File: config.mk
export PLATFORM = sky130hd
export DESIGN_NAME = radix_walker
export DESIGN_NICKNAME = d
export VERILOG_FILES = /design/src/rtl/rw_pkg.sv /design/src/rtl/rw_cfg_check.sv /design/src/rtl/rw_index_gen.sv /design/src/rtl/rw_leaf_form.sv /design/src/rtl/radix_walker.sv
export SDC_FILE = /design/constraint.sdc
export NUM_CORES = 1
export LEC_CHECK = 0
export BUFFER_PORTS_ARGS = -buffer_cell sky130_fd_sc_hd__buf_2
export CORE_MARGIN = 2
export CORE_UTILIZATION = 45
export CTS_CLUSTER_SIZE = 28
export DETAILED_ROUTE_END_ITERATION = 12
export PLACE_DENSITY = 0.7
export SLEW_MARGIN = 10
export SYNTH_ARGS = -nofsm -noshare
export SYNTH_HDL_FRONTEND = slang
export SYNTH_SLANG_ARGS = --single-unit
File: constraint.sdc
create_clock -name clk -period 7.03 [get_ports clk]
set_input_delay 1.0545 -clock clk [delete_from_list [all_inputs] [get_ports clk]]
set_output_delay 1.0545 -clock clk [all_outputs]
set_load 0.01 [all_outputs]
File: src/rtl/rw_pkg.sv
package rw_pkg;
  localparam int VA_W  = 64;
  localparam int PA_W  = 56;
  localparam int PTE_W = 64;
  localparam int NB_W  = 5;
  localparam int SZ_W  = 7;
  localparam int LV_W  = 3;

  localparam int PTE_VALID = 63;
  localparam int PTE_LEAF  = 62;
  localparam int NLB_LO    = 8;
  localparam int RPN_LO    = 12;

  localparam int ROOT_SPACE = 52;
  localparam int ROOT_BITS  = 13;
  localparam int MID_BITS   = 9;
  localparam int SMALL_BITS = 5;

  localparam logic [1:0] CAUSE_NOENT  = 2'b01;
  localparam logic [1:0] CAUSE_BADCFG = 2'b10;

  typedef enum logic [1:0] {ST_IDLE, ST_CHECK, ST_WAIT, ST_DONE} walk_st_t;

  // entry address: aligned base plus eight bytes per index step
  function automatic logic [PA_W-1:0] f_entry_addr(input logic [PA_W-1:0] base,
                                                   input logic [NB_W-1:0] nbits,
                                                   input logic [SZ_W-1:0] remain,
                                                   input logic [VA_W-1:0] vaddr);
    logic [SZ_W-1:0] sh;
    logic [VA_W-1:0] idx;
    logic [PA_W-1:0] amask;
    logic [NB_W:0]   abits;
    sh    = remain - SZ_W'(nbits);
    idx   = (vaddr >> sh) & ((VA_W'(1) << nbits) - VA_W'(1));
    abits = {1'b0, nbits} + (NB_W+1)'(3);
    amask = (PA_W'(1) << abits) - PA_W'(1);
    return (base & ~amask) + PA_W'(idx << 3);
  endfunction

  // legal level / width pairs
  function automatic logic f_level_ok(input logic [LV_W-1:0] lvl,
                                      input logic [SZ_W-1:0] remain,
                                      input logic [NB_W-1:0] nbits);
    case (lvl)
      LV_W'(0): return remain == SZ_W'(ROOT_SPACE) && nbits == NB_W'(ROOT_BITS);
      LV_W'(1),
      LV_W'(2): return nbits == NB_W'(MID_BITS);
      LV_W'(3): return nbits == NB_W'(MID_BITS) || nbits == NB_W'(SMALL_BITS);
      default:  return 1'b0;
    endcase
  endfunction

  // real address: page number high part, input address low part
  function automatic logic [PA_W-1:0] f_form_pa(input logic [PA_W-1:RPN_LO] rpn,
                                                input logic [PA_W-1:0] vlow,
                                                input logic [SZ_W-1:0] remain);
    logic [PA_W-1:0] mask;
    logic [PA_W-1:0] page;
    mask = (PA_W'(1) << remain) - PA_W'(1);
    page = {rpn, {RPN_LO{1'b0}}};
    return (page & ~mask) | (vlow & mask);
  endfunction
endpackage

File: src/rtl/rw_cfg_check.sv
module rw_cfg_check
  import rw_pkg::*;
#(
  parameter int LVW        = LV_W,
  parameter int SZW        = SZ_W,
  parameter int NBW        = NB_W,
  parameter int MAX_LEVELS = 4
) (
  input  logic [LVW-1:0] level,
  input  logic [SZW-1:0] remain,
  input  logic [NBW-1:0] nbits,
  output logic           cfg_ok
);
  localparam logic [LVW-1:0] LAST = LVW'(MAX_LEVELS);

  always_comb begin
    cfg_ok = (level < LAST) && f_level_ok(LV_W'(level), SZ_W'(remain), NB_W'(nbits));
  end
endmodule

File: src/rtl/rw_index_gen.sv
module rw_index_gen
  import rw_pkg::*;
(
  input  logic [PA_W-1:0] base,
  input  logic [NB_W-1:0] nbits,
  input  logic [SZ_W-1:0] remain,
  input  logic [VA_W-1:0] vaddr,
  output logic [PA_W-1:0] ent_addr
);
  always_comb ent_addr = f_entry_addr(base, nbits, remain, vaddr);
endmodule

File: src/rtl/rw_leaf_form.sv
module rw_leaf_form
  import rw_pkg::*;
(
  input  logic [PA_W-1:RPN_LO] rpn,
  input  logic [PA_W-1:0]      vlow,
  input  logic [SZ_W-1:0]      remain,
  output logic [PA_W-1:0]      real_addr
);
  always_comb real_addr = f_form_pa(rpn, vlow, remain);
endmodule

File: src/rtl/radix_walker.sv
module radix_walker
  import rw_pkg::*;
#(
  parameter int MAX_LEVELS = 4
) (
  input  logic             clk,
  input  logic             rst_n,
  input  logic             start,
  input  logic [VA_W-1:0]  va,
  input  logic [PA_W-1:0]  root_base,
  input  logic [NB_W-1:0]  root_bits,
  input  logic [SZ_W-1:0]  space_size,
  output logic             mem_req,
  output logic [PA_W-1:0]  mem_addr,
  input  logic             mem_ack,
  input  logic [PTE_W-1:0] mem_data,
  output logic             busy,
  output logic             done,
  output logic             fault,
  output logic [1:0]       cause,
  output logic [PA_W-1:0]  pa,
  output logic [SZ_W-1:0]  page_shift,
  output logic [PTE_W-1:0] leaf_pte,
  output logic [PA_W-1:0]  leaf_addr
);
  walk_st_t        state;
  logic [VA_W-1:0] va_q;
  logic [NB_W-1:0] bits_q;
  logic [SZ_W-1:0] size_q;
  logic [LV_W-1:0] level_q;
  logic [PA_W-1:0] ent_addr_q;

  logic            fault_q;
  logic [1:0]      cause_q;
  logic [PA_W-1:0] pa_q;
  logic [SZ_W-1:0] shift_q;
  logic [PTE_W-1:0] pte_q;
  logic [PA_W-1:0] laddr_q;

  // named internal events
  logic            ev_accept, ev_resp, ev_noent, ev_leaf, ev_descend;
  logic            ev_cfg_pass, ev_cfg_reject, cfg_ok;
  logic [SZ_W-1:0] remain_next;
  logic [PA_W-1:0] gen_base, gen_addr, leaf_pa;
  logic [NB_W-1:0] gen_bits;
  logic [SZ_W-1:0] gen_remain;
  logic [VA_W-1:0] gen_va;

  assign remain_next   = size_q - SZ_W'(bits_q);
  assign ev_accept     = (state == ST_IDLE) && start;
  assign ev_resp       = (state == ST_WAIT) && mem_ack;
  assign ev_noent      = ev_resp && !mem_data[PTE_VALID];
  assign ev_leaf       = ev_resp && mem_data[PTE_VALID] && mem_data[PTE_LEAF];
  assign ev_descend    = ev_resp && mem_data[PTE_VALID] && !mem_data[PTE_LEAF];
  assign ev_cfg_pass   = (state == ST_CHECK) && cfg_ok;
  assign ev_cfg_reject = (state == ST_CHECK) && !cfg_ok;

  // address generator input: root when idle, directory entry otherwise
  always_comb begin
    if (state == ST_IDLE) begin
      gen_base   = root_base;
      gen_bits   = root_bits;
      gen_remain = space_size;
      gen_va     = va;
    end else begin
      gen_base   = {mem_data[PA_W-1:NLB_LO], {NLB_LO{1'b0}}};
      gen_bits   = mem_data[NB_W-1:0];
      gen_remain = remain_next;
      gen_va     = va_q;
    end
  end

  rw_index_gen u_idx (
    .base    (gen_base),
    .nbits   (gen_bits),
    .remain  (gen_remain),
    .vaddr   (gen_va),
    .ent_addr(gen_addr)
  );

  rw_cfg_check #(.LVW(LV_W), .SZW(SZ_W), .NBW(NB_W), .MAX_LEVELS(MAX_LEVELS)) u_cfg (
    .level (level_q),
    .remain(size_q),
    .nbits (bits_q),
    .cfg_ok(cfg_ok)
  );

  rw_leaf_form u_leaf (
    .rpn      (mem_data[PA_W-1:RPN_LO]),
    .vlow     (va_q[PA_W-1:0]),
    .remain   (remain_next),
    .real_addr(leaf_pa)
  );

  always_ff @(posedge clk) begin
    if (!rst_n) begin
      state      <= ST_IDLE;
      va_q       <= '0;
      bits_q     <= '0;
      size_q     <= '0;
      level_q    <= '0;
      ent_addr_q <= '0;
      fault_q    <= 1'b0;
      cause_q    <= '0;
      pa_q       <= '0;
      shift_q    <= '0;
      pte_q      <= '0;
      laddr_q    <= '0;
    end else begin
      case (state)
        ST_IDLE: if (ev_accept) begin
          va_q       <= va;
          bits_q     <= root_bits;
          size_q     <= space_size;
          level_q    <= '0;
          ent_addr_q <= gen_addr;
          state      <= ST_CHECK;
        end
        ST_CHECK: begin
          if (ev_cfg_pass) begin
            state <= ST_WAIT;
          end else begin
            fault_q <= 1'b1;
            cause_q <= CAUSE_BADCFG;
            pa_q    <= '0;
            shift_q <= '0;
            pte_q   <= '0;
            laddr_q <= '0;
            state   <= ST_DONE;
          end
        end
        ST_WAIT: begin
          if (ev_noent) begin
            fault_q <= 1'b1;
            cause_q <= CAUSE_NOENT;
            pa_q    <= '0;
            shift_q <= '0;
            pte_q   <= '0;
            laddr_q <= '0;
            state   <= ST_DONE;
          end else if (ev_leaf) begin
            fault_q <= 1'b0;
            cause_q <= '0;
            pa_q    <= leaf_pa;
            shift_q <= remain_next;
            pte_q   <= mem_data;
            laddr_q <= ent_addr_q;
            state   <= ST_DONE;
          end else if (ev_descend) begin
            bits_q     <= mem_data[NB_W-1:0];
            size_q     <= remain_next;
            level_q    <= level_q + LV_W'(1);
            ent_addr_q <= gen_addr;
            state      <= ST_CHECK;
          end
        end
        default: state <= ST_IDLE;
      endcase
    end
  end

  assign mem_req    = (state == ST_WAIT);
  assign mem_addr   = ent_addr_q;
  assign busy       = (state != ST_IDLE);
  assign done       = (state == ST_DONE);
  assign fault      = fault_q;
  assign cause      = cause_q;
  assign pa         = pa_q;
  assign page_shift = shift_q;
  assign leaf_pte   = pte_q;
  assign leaf_addr  = laddr_q;

  // a pending read holds its request and address
  p_req_hold_r4: assert property (@(posedge clk) disable iff (!rst_n)
    (mem_req && !mem_ack) |=> (mem_req && $stable(mem_addr)));

  // never a request and a done at once
  p_req_done_excl_r4: assert property (@(posedge clk) disable iff (!rst_n)
    $onehot0({mem_req, done}));

  // invalid entry ends in missing-entry fault
  p_noent_r5: assert property (@(posedge clk) disable iff (!rst_n)
    ev_noent |=> (done && fault && cause == CAUSE_NOENT));

  // rejected configuration issues no read and faults
  p_cfg_reject_r6: assert property (@(posedge clk) disable iff (!rst_n)
    ev_cfg_reject |=> (done && !mem_req && fault && cause == CAUSE_BADCFG));

  // leaf gives a fault-free completion
  p_leaf_done_r7: assert property (@(posedge clk) disable iff (!rst_n)
    ev_leaf |=> (done && !fault));

  // depth never exceeds the level cap
  p_level_cap_r9: assert property (@(posedge clk) disable iff (!rst_n)
    level_q <= LV_W'(MAX_LEVELS));

  // single-cycle done, then idle
  p_done_pulse_r10: assert property (@(posedge clk) disable iff (!rst_n)
    done |=> (!done && !busy));

  // start during a walk leaves the captured address alone
  p_start_ignored_r10: assert property (@(posedge clk) disable iff (!rst_n)
    busy |=> $stable(va_q));
endmodule

==> flow_summary.yaml, run 1 <==
cts:
  cts_buffers: 37
  clk_latency_ns: 0.57
  clockRootBuffer: "clkbuf_16"
  clock_sinks: 323
  cts.path.max_buffers: 3
  cts.htree.levels: 2
  clkTransAtPathRegs_ns: 0.07
  cts_tree: "built"
flow_run:
  max_cap_violations: 0
synthesis:
  synth_top_area_share_pct: 27.7
  yosysTopAreaCell: "dfxtp_1"
  yosysSeqAreaShare_pct: 27.7
  yosysUniqueCellTypes: 98
  syn_area_per_cell_sq_um: 7.63
  yosys_warnings: 0
  synth_common_cells: "nand2_1 (586), dfxtp_1 (323), a21oi_1 (259)"
  synthArstFlopShare_pct: 0
  ys.flop_type: "dfxtp_1"
  ys_ff_latch: 323
  netlist_area_sq_um: 23300
  synth.most_common_cell: "nand2_1"
  synthCells: 3054
  synth-edff-count: 0
  synthTopCellsByArea: "dfxtp_1 (28%), nand2_1 (9.4%), mux2i_1 (6.7%), a21oi_1 (5.6%), mux4_2 (5.3%)"
floorplan:
  die_x_microns: 232
  placementRows: 83
  die_h_microns: 232
  initial_utilization_pct: 45.4
  die_area_sq_um: 53600
  core_sq_um: 51300
  ios: 445
final_layout:
  n_fill_cell: 4922
  fin_nets: 3832
  stdcell_area_sq_um: 28900
  final_layout_size_suffix_gt1_share_pct: 26.2
  areaGrowthSynthToFinish_pct: 23.9
setup_path:
  cp_common_cell: "buf_4"
  r2r_cells: 30
  crit_path_start: "bits_q[0]$_SDFFE_PN0P_"
  regToRegSetupSlack_ns: 0.42
  crit_path_end_kind: "register"
  crit_path_start_kind: "register"
  cpMaxStageDelayCell: "fa_1"
  slowest_delay_ns: 0.61
  r2r-start: "bits_q[0]$_SDFFE_PN0P_"
  crit_required_ns: 7.51
  r2r-end: "mem_addr[51]$_SDFFE_PN0P_"
  crit_path_end: "mem_addr[51]$_SDFFE_PN0P_"
  critPathMaxFanout: 13
  critical_path_class: "reg -> reg"
  critPathArrivalTime_ns: 7.10
sta:
  setup_slack_ns: 0.416
  slew_headroom_pct: 31.1
  post-route-period-util_pct: 94.1
  hold_ws_ns: 0.448
  tightest_slew_ns: 1.03
  fmax_mhz: 151
  setup_viol: 0
  tns_ns: 0
  finClkSkew_ns: 0.0218
  fin_crit_ns: 6.61
  finalMaxSlewViolations: 0
  hold_viol: 0
  grt_setup_unrepaired: "false"
grt:
  grt_pass1_wl_microns: 146000
  grt_pass1_vias: 23256
  antenna_found_initial: 13
  grt_overflow_total: 0
  grt_max_degree: 83
  grt_usage_pct: 35.8
routing:
  drcViolationCount: 0
  top_layer: "met5"
  vias: 25638
  avgRoutedWirePerCell_microns: 23.5
  wl_microns: 100000
  vias_per_cell: 6.01
  met1_length_microns: 41500
  wl_met3_microns: 9210
  drtPass1Iterations: 7
  drt_iter0_drc: 2637
  drtAntennaViolNets: 0
  dr_wl_met2_microns: 44300
placement:
  place_congestion: 1.01
  placed_area_sq_um: 27600
  portBuffers: 443
  dpl_worst_slack_ns: 0.104
  dp_hpwl_microns: 78300
outcome:
  status: "completed"
hold_path:
  hp-class: "reg -> reg"
-- placed cells by master, fill, tap and decap left out, types with 13 or more instances in the layout --
| cell | count |
|---|---|
| nand2_1 | 585 |
| buf_2 | 442 |
| dfxtp_1 | 323 |
| a21oi_1 | 259 |
| buf_4 | 239 |
| nand3_1 | 217 |
| nor2_1 | 195 |
| mux2i_1 | 156 |
| o21ai_0 | 154 |
| a21boi_0 | 115 |
| ha_1 | 72 |
| mux4_2 | 55 |
| mux2_2 | 50 |
| nor3_1 | 45 |
| clkbuf_16 | 38 |
| and2_1 | 37 |
| a21o_1 | 36 |
| xnor2_1 | 36 |
| o21ai_1 | 33 |
| a31oi_1 | 33 |
| a211oi_1 | 31 |
| inv_1 | 30 |
| xor2_1 | 29 |
| o211ai_1 | 27 |
| o21a_1 | 18 |
| nor2b_1 | 16 |
| and3_1 | 16 |
| or3_1 | 14 |
| nand4_1 | 13 |
| conb_1 | 13 |
-- worst min path at each step --
stage | start | to | slack [ns] | cells after the start
after floorplan | va_q[62]$_SDFFE_PN0P_ | va_q[62]$_SDFFE_PN0P_ | 0.44 | 2
after global placement | pa[30]$_SDFFE_PN0P_ | pa[30]$_SDFFE_PN0P_ | 0.43 | 2
after detailed placement | pa[30]$_SDFFE_PN0P_ | pa[30]$_SDFFE_PN0P_ | 0.44 | 2
after CTS | pa[33]$_SDFFE_PN0P_ | pa[33]$_SDFFE_PN0P_ | 0.45 | 2
after global routing | pa[47]$_SDFFE_PN0P_ | pa[47]$_SDFFE_PN0P_ | 0.47 | 2
final | pa[33]$_SDFFE_PN0P_ | pa[33]$_SDFFE_PN0P_ | 0.45 | 2
-- registers in the layout (all words and copies together), names as in the netlist, 3 cells and up --
name        cells
leaf_pte       64
va_q           64
leaf_addr      56
mem_addr       56
pa             56
page_shift      7
size_q          7
bits_q          5
level_q         3
-- kinds of logic after synthesis --
logic type      count (synthesis)  synth area share, %
other cells                     2               0.0322
buf+inv                       278                 4.91
xor+xnor                       71                 2.70
simple gates                 1205                 23.0
compound gates                834                 22.8
fa+ha+maj                      77                 4.19
mux                           264                 14.6
flops                         323                 27.7
-- metal layers --
| layer | vias up | track usage, % |
|---|---|---|
| met1 | 12082 | 48.0 |
| met3 | 254 | 6.25 |
| li1 | 11939 | - |
| met4 | 6 | 14.7 |
| met2 | 1357 | 57.0 |
| met5 | - | 0 |
-- stage by stage --
step,utilization [%],instances
after global placement,53.7,4197
final,56.3,4267
after CTS,56.0,4261
after floorplan,-,3065
after global routing,56.3,4263
after detailed placement,53.7,4197
-- worst max-delay path: cells and delay by family, from the launching register on --
kind	cells	cell delay, ns
mux	1	0.26
compound gates	10	2.12
simple gates	6	0.69
fa+ha+maj	5	1.71
xor+xnor	3	0.48
flops	1	0.33
buf+inv	5	0.93
-- cell type report --
type / count / area [sq um] / share of cell area [%]
antenna: 6 / 15.0 / 0.0520
clock buffer: 48 / 1060 / 3.67
clock inverter: 16 / 135 / 0.468
tap: 680 / 851 / 2.95
multi-input combinational: 2464 / 16000 / 55.4
inverter: 38 / 145 / 0.503
timing repair buffer: 692 / 4220 / 14.6
sequential: 323 / 6470 / 22.4
-- repair_timing --
action,in CTS,in global routing
buffers inserted,0,0
setup endpoints to repair,0,17
hold buffers,0,0
gates resized for setup,0,20
Power of run 1 is not shown: default switching activity piles up to over one toggle a cycle in this logic, so the estimate is an artifact.
==> inputs of run 2 (changes only) <==
ABC_AREA = 1   (was default)
CORE_MARGIN = 5   (was 2)
PLACE_DENSITY = 0.69   (was 0.7)
SLEW_MARGIN = 20   (was 10)
==> run 2 against run 1 <==
  * Register-to-register slack better by 0.14 ns
  * Maximum frequency is 2.2% higher
  * Worst hold slack improved by 0.0086 ns
  * Utilization decreased by 3.4 points
  * Critical path type unchanged
  * Highest routed layer unchanged
==> flow_summary.yaml, run 2 <==
final_layout:
  final_common_cell: "nand2_1"
  most-common-layout-cells: "nand2_1 (1153), nor2_1 (458), buf_2 (443), o21ai_0 (396), inv_1 (358)"
  final_layout_size_suffix_gt1_share_pct: 15.2
  fin_nets: 4681
  n_fill_cell: 5751
  areaGrowthSynthToFinish_pct: 16.0
sta:
  finalMaxSlewViolations: 0
  grt_setup_unrepaired: "false"
  fmax_mhz: 155
  tightest_slew_ns: 1.00
  slew_headroom_pct: 33.0
  hold_viol: 0
  tns_ns: 0
  fin_crit_ns: 6.47
  finClkSkew_ns: 0.0222
  setup_viol: 0
  post-route-period-util_pct: 92.0
floorplan:
  initial_utilization_pct: 45.6
  placementRows: 85
  core_sq_um: 53900
  die_h_microns: 244
  ios: 445
  die_area_sq_um: 59400
  die_x_microns: 244
routing:
  drcViolationCount: 0
  vias_per_cell: 5.54
  avgRoutedWirePerCell_microns: 21.1
  drtPass1Iterations: 8
  vias: 28406
  wl_microns: 108000
  drtAntennaViolNets: 0
  drt_iter0_drc: 2978
grt:
  grt_pass1_vias: 25686
  grt_pass1_wl_microns: 159000
  grt_max_degree: 173
  grt_usage_pct: 34.4
  antenna_found_initial: 11
  grt_overflow_total: 0
cts:
  cts_hold_buf: 0
  cts.path.max_buffers: 3
  cts_tree: "built"
  clk_latency_ns: 0.58
  cts.htree.levels: 2
  clockRootBuffer: "clkbuf_16"
  clock_sinks: 323
  clkTransAtPathRegs_ns: 0.06
  cts_buffers: 37
synthesis:
  synth_common_cells: "nand2_1 (1154), nor2_1 (461), o21ai_0 (397)"
  yosysTopAreaCell: "dfxtp_1"
  synthArstFlopShare_pct: 0
  synthTopCellsByArea: "dfxtp_1 (26%), nand2_1 (18%), o21ai_0 (8.1%), nor2_1 (7.0%), a21oi_1 (6.5%)"
  ys_ff_latch: 323
  yosysUniqueCellTypes: 63
  synth_top_area_share_pct: 26.3
  synth-edff-count: 0
  yosys_warnings: 0
  yosysSeqAreaShare_pct: 26.3
  netlist_area_sq_um: 24600
  synth.most_common_cell: "nand2_1"
  syn_area_per_cell_sq_um: 6.02
  ys.flop_type: "dfxtp_1"
  synthCells: 4079
hold_path:
  hp-class: "reg -> reg"
setup_path:
  crit_path_start_kind: "register"
  crit_path_end_kind: "register"
  critPathArrivalTime_ns: 6.94
  crit_required_ns: 7.50
  critPathMaxFanout: 16
  cp_common_cell: "nand2_1"
  cpMaxStageDelayCell: "o21ai_0"
  slowest_delay_ns: 0.47
  critical_path_class: "reg -> reg"
flow_run:
  max_cap_violations: 0
placement:
  dp_hpwl_microns: 86700
  place_congestion: 1.05
  portBuffers: 443
outcome:
  status: "completed"
[run 2: timing repair]
item / in CTS / in global routing
gates resized for setup: 0 / 2
buffers inserted: 0 / 0
endpoints found under the hold margin: 0 / 0
endpoints found under the setup margin: 0 / 4
[run 2: critical path: cells and delay by family, from the launching register on]
kind | cells | cell delay (ns)
simple gates | 10 | 1.16
buf+inv | 6 | 0.79
compound gates | 9 | 2.23
xor+xnor | 1 | 0.26
mux | 1 | 0.22
flops | 1 | 0.35
fa+ha+maj | 4 | 1.34
[run 2: area by class of cell]
class                      instances  area, sq um  share of cell area, %
clock buffer                      50         1060                   3.71
multi-input combinational       3168        15800                   55.3
inverter                         379         1440                   5.04
timing repair buffer             496         2670                   9.38
clock inverter                    13          211                  0.742
sequential                       323         6470                   22.7
antenna                            6         15.0                 0.0527
tap                              696          871                   3.06
[run 2: per-stage QoR]
stage	area, sq um	util (%)	setup slack [ns]	hold WS (ns)	instances
after floorplan	24600	-	1.17	0.434	4090
after global placement	27200	50.5	0.567	0.445	5062
after detailed placement	27200	50.5	0.499	0.449	5062
after CTS	28500	52.8	0.522	0.458	5125
after global routing	28500	52.8	0.0580	0.467	5128
final	28500	52.9	0.561	0.457	5131
[run 2: final timing paths]
check / to / slack, ns / startpoint / cells past startpoint
setup / recovery: mem_addr[32]$_SDFFE_PN0P_ / 0.56 / size_q[0]$_SDFFE_PN0P_ / 31
hold / removal: leaf_addr[37]$_SDFFE_PN0P_ / 0.46 / leaf_addr[37]$_SDFFE_PN0P_ / 2
setup reg to reg: mem_addr[32]$_SDFFE_PN0P_ / 0.56 / size_q[0]$_SDFFE_PN0P_ / 31
hold reg to reg: leaf_addr[37]$_SDFFE_PN0P_ / 0.46 / leaf_addr[37]$_SDFFE_PN0P_ / 2
[run 2: kinds of logic (layout without fill, tap and decap cells)]
kind of cell / count (synthesis) / after routing / share of synthesized area (%)
DFF: 323 / 323 / 26.3
muxes: 41 / 41 / 1.67
and+or+nand+nor: 2011 / 2011 / 34.0
buffers and inverters: 599 / 938 / 9.95
adders and majority gates: 76 / 76 / 3.93
other: 2 / 19 / 0.0306
AOI/OAI and AO/OA: 961 / 961 / 21.7
xor gates and xnor gates: 66 / 66 / 2.38
[run 2: metal layers]
layer,routed length (microns),track usage [%]
met5,23,0
met4,7310,19.0
met3,9180,5.94
met1,45600,46.1
met2,46100,52.6
Power of run 2 is left out for the same reason.
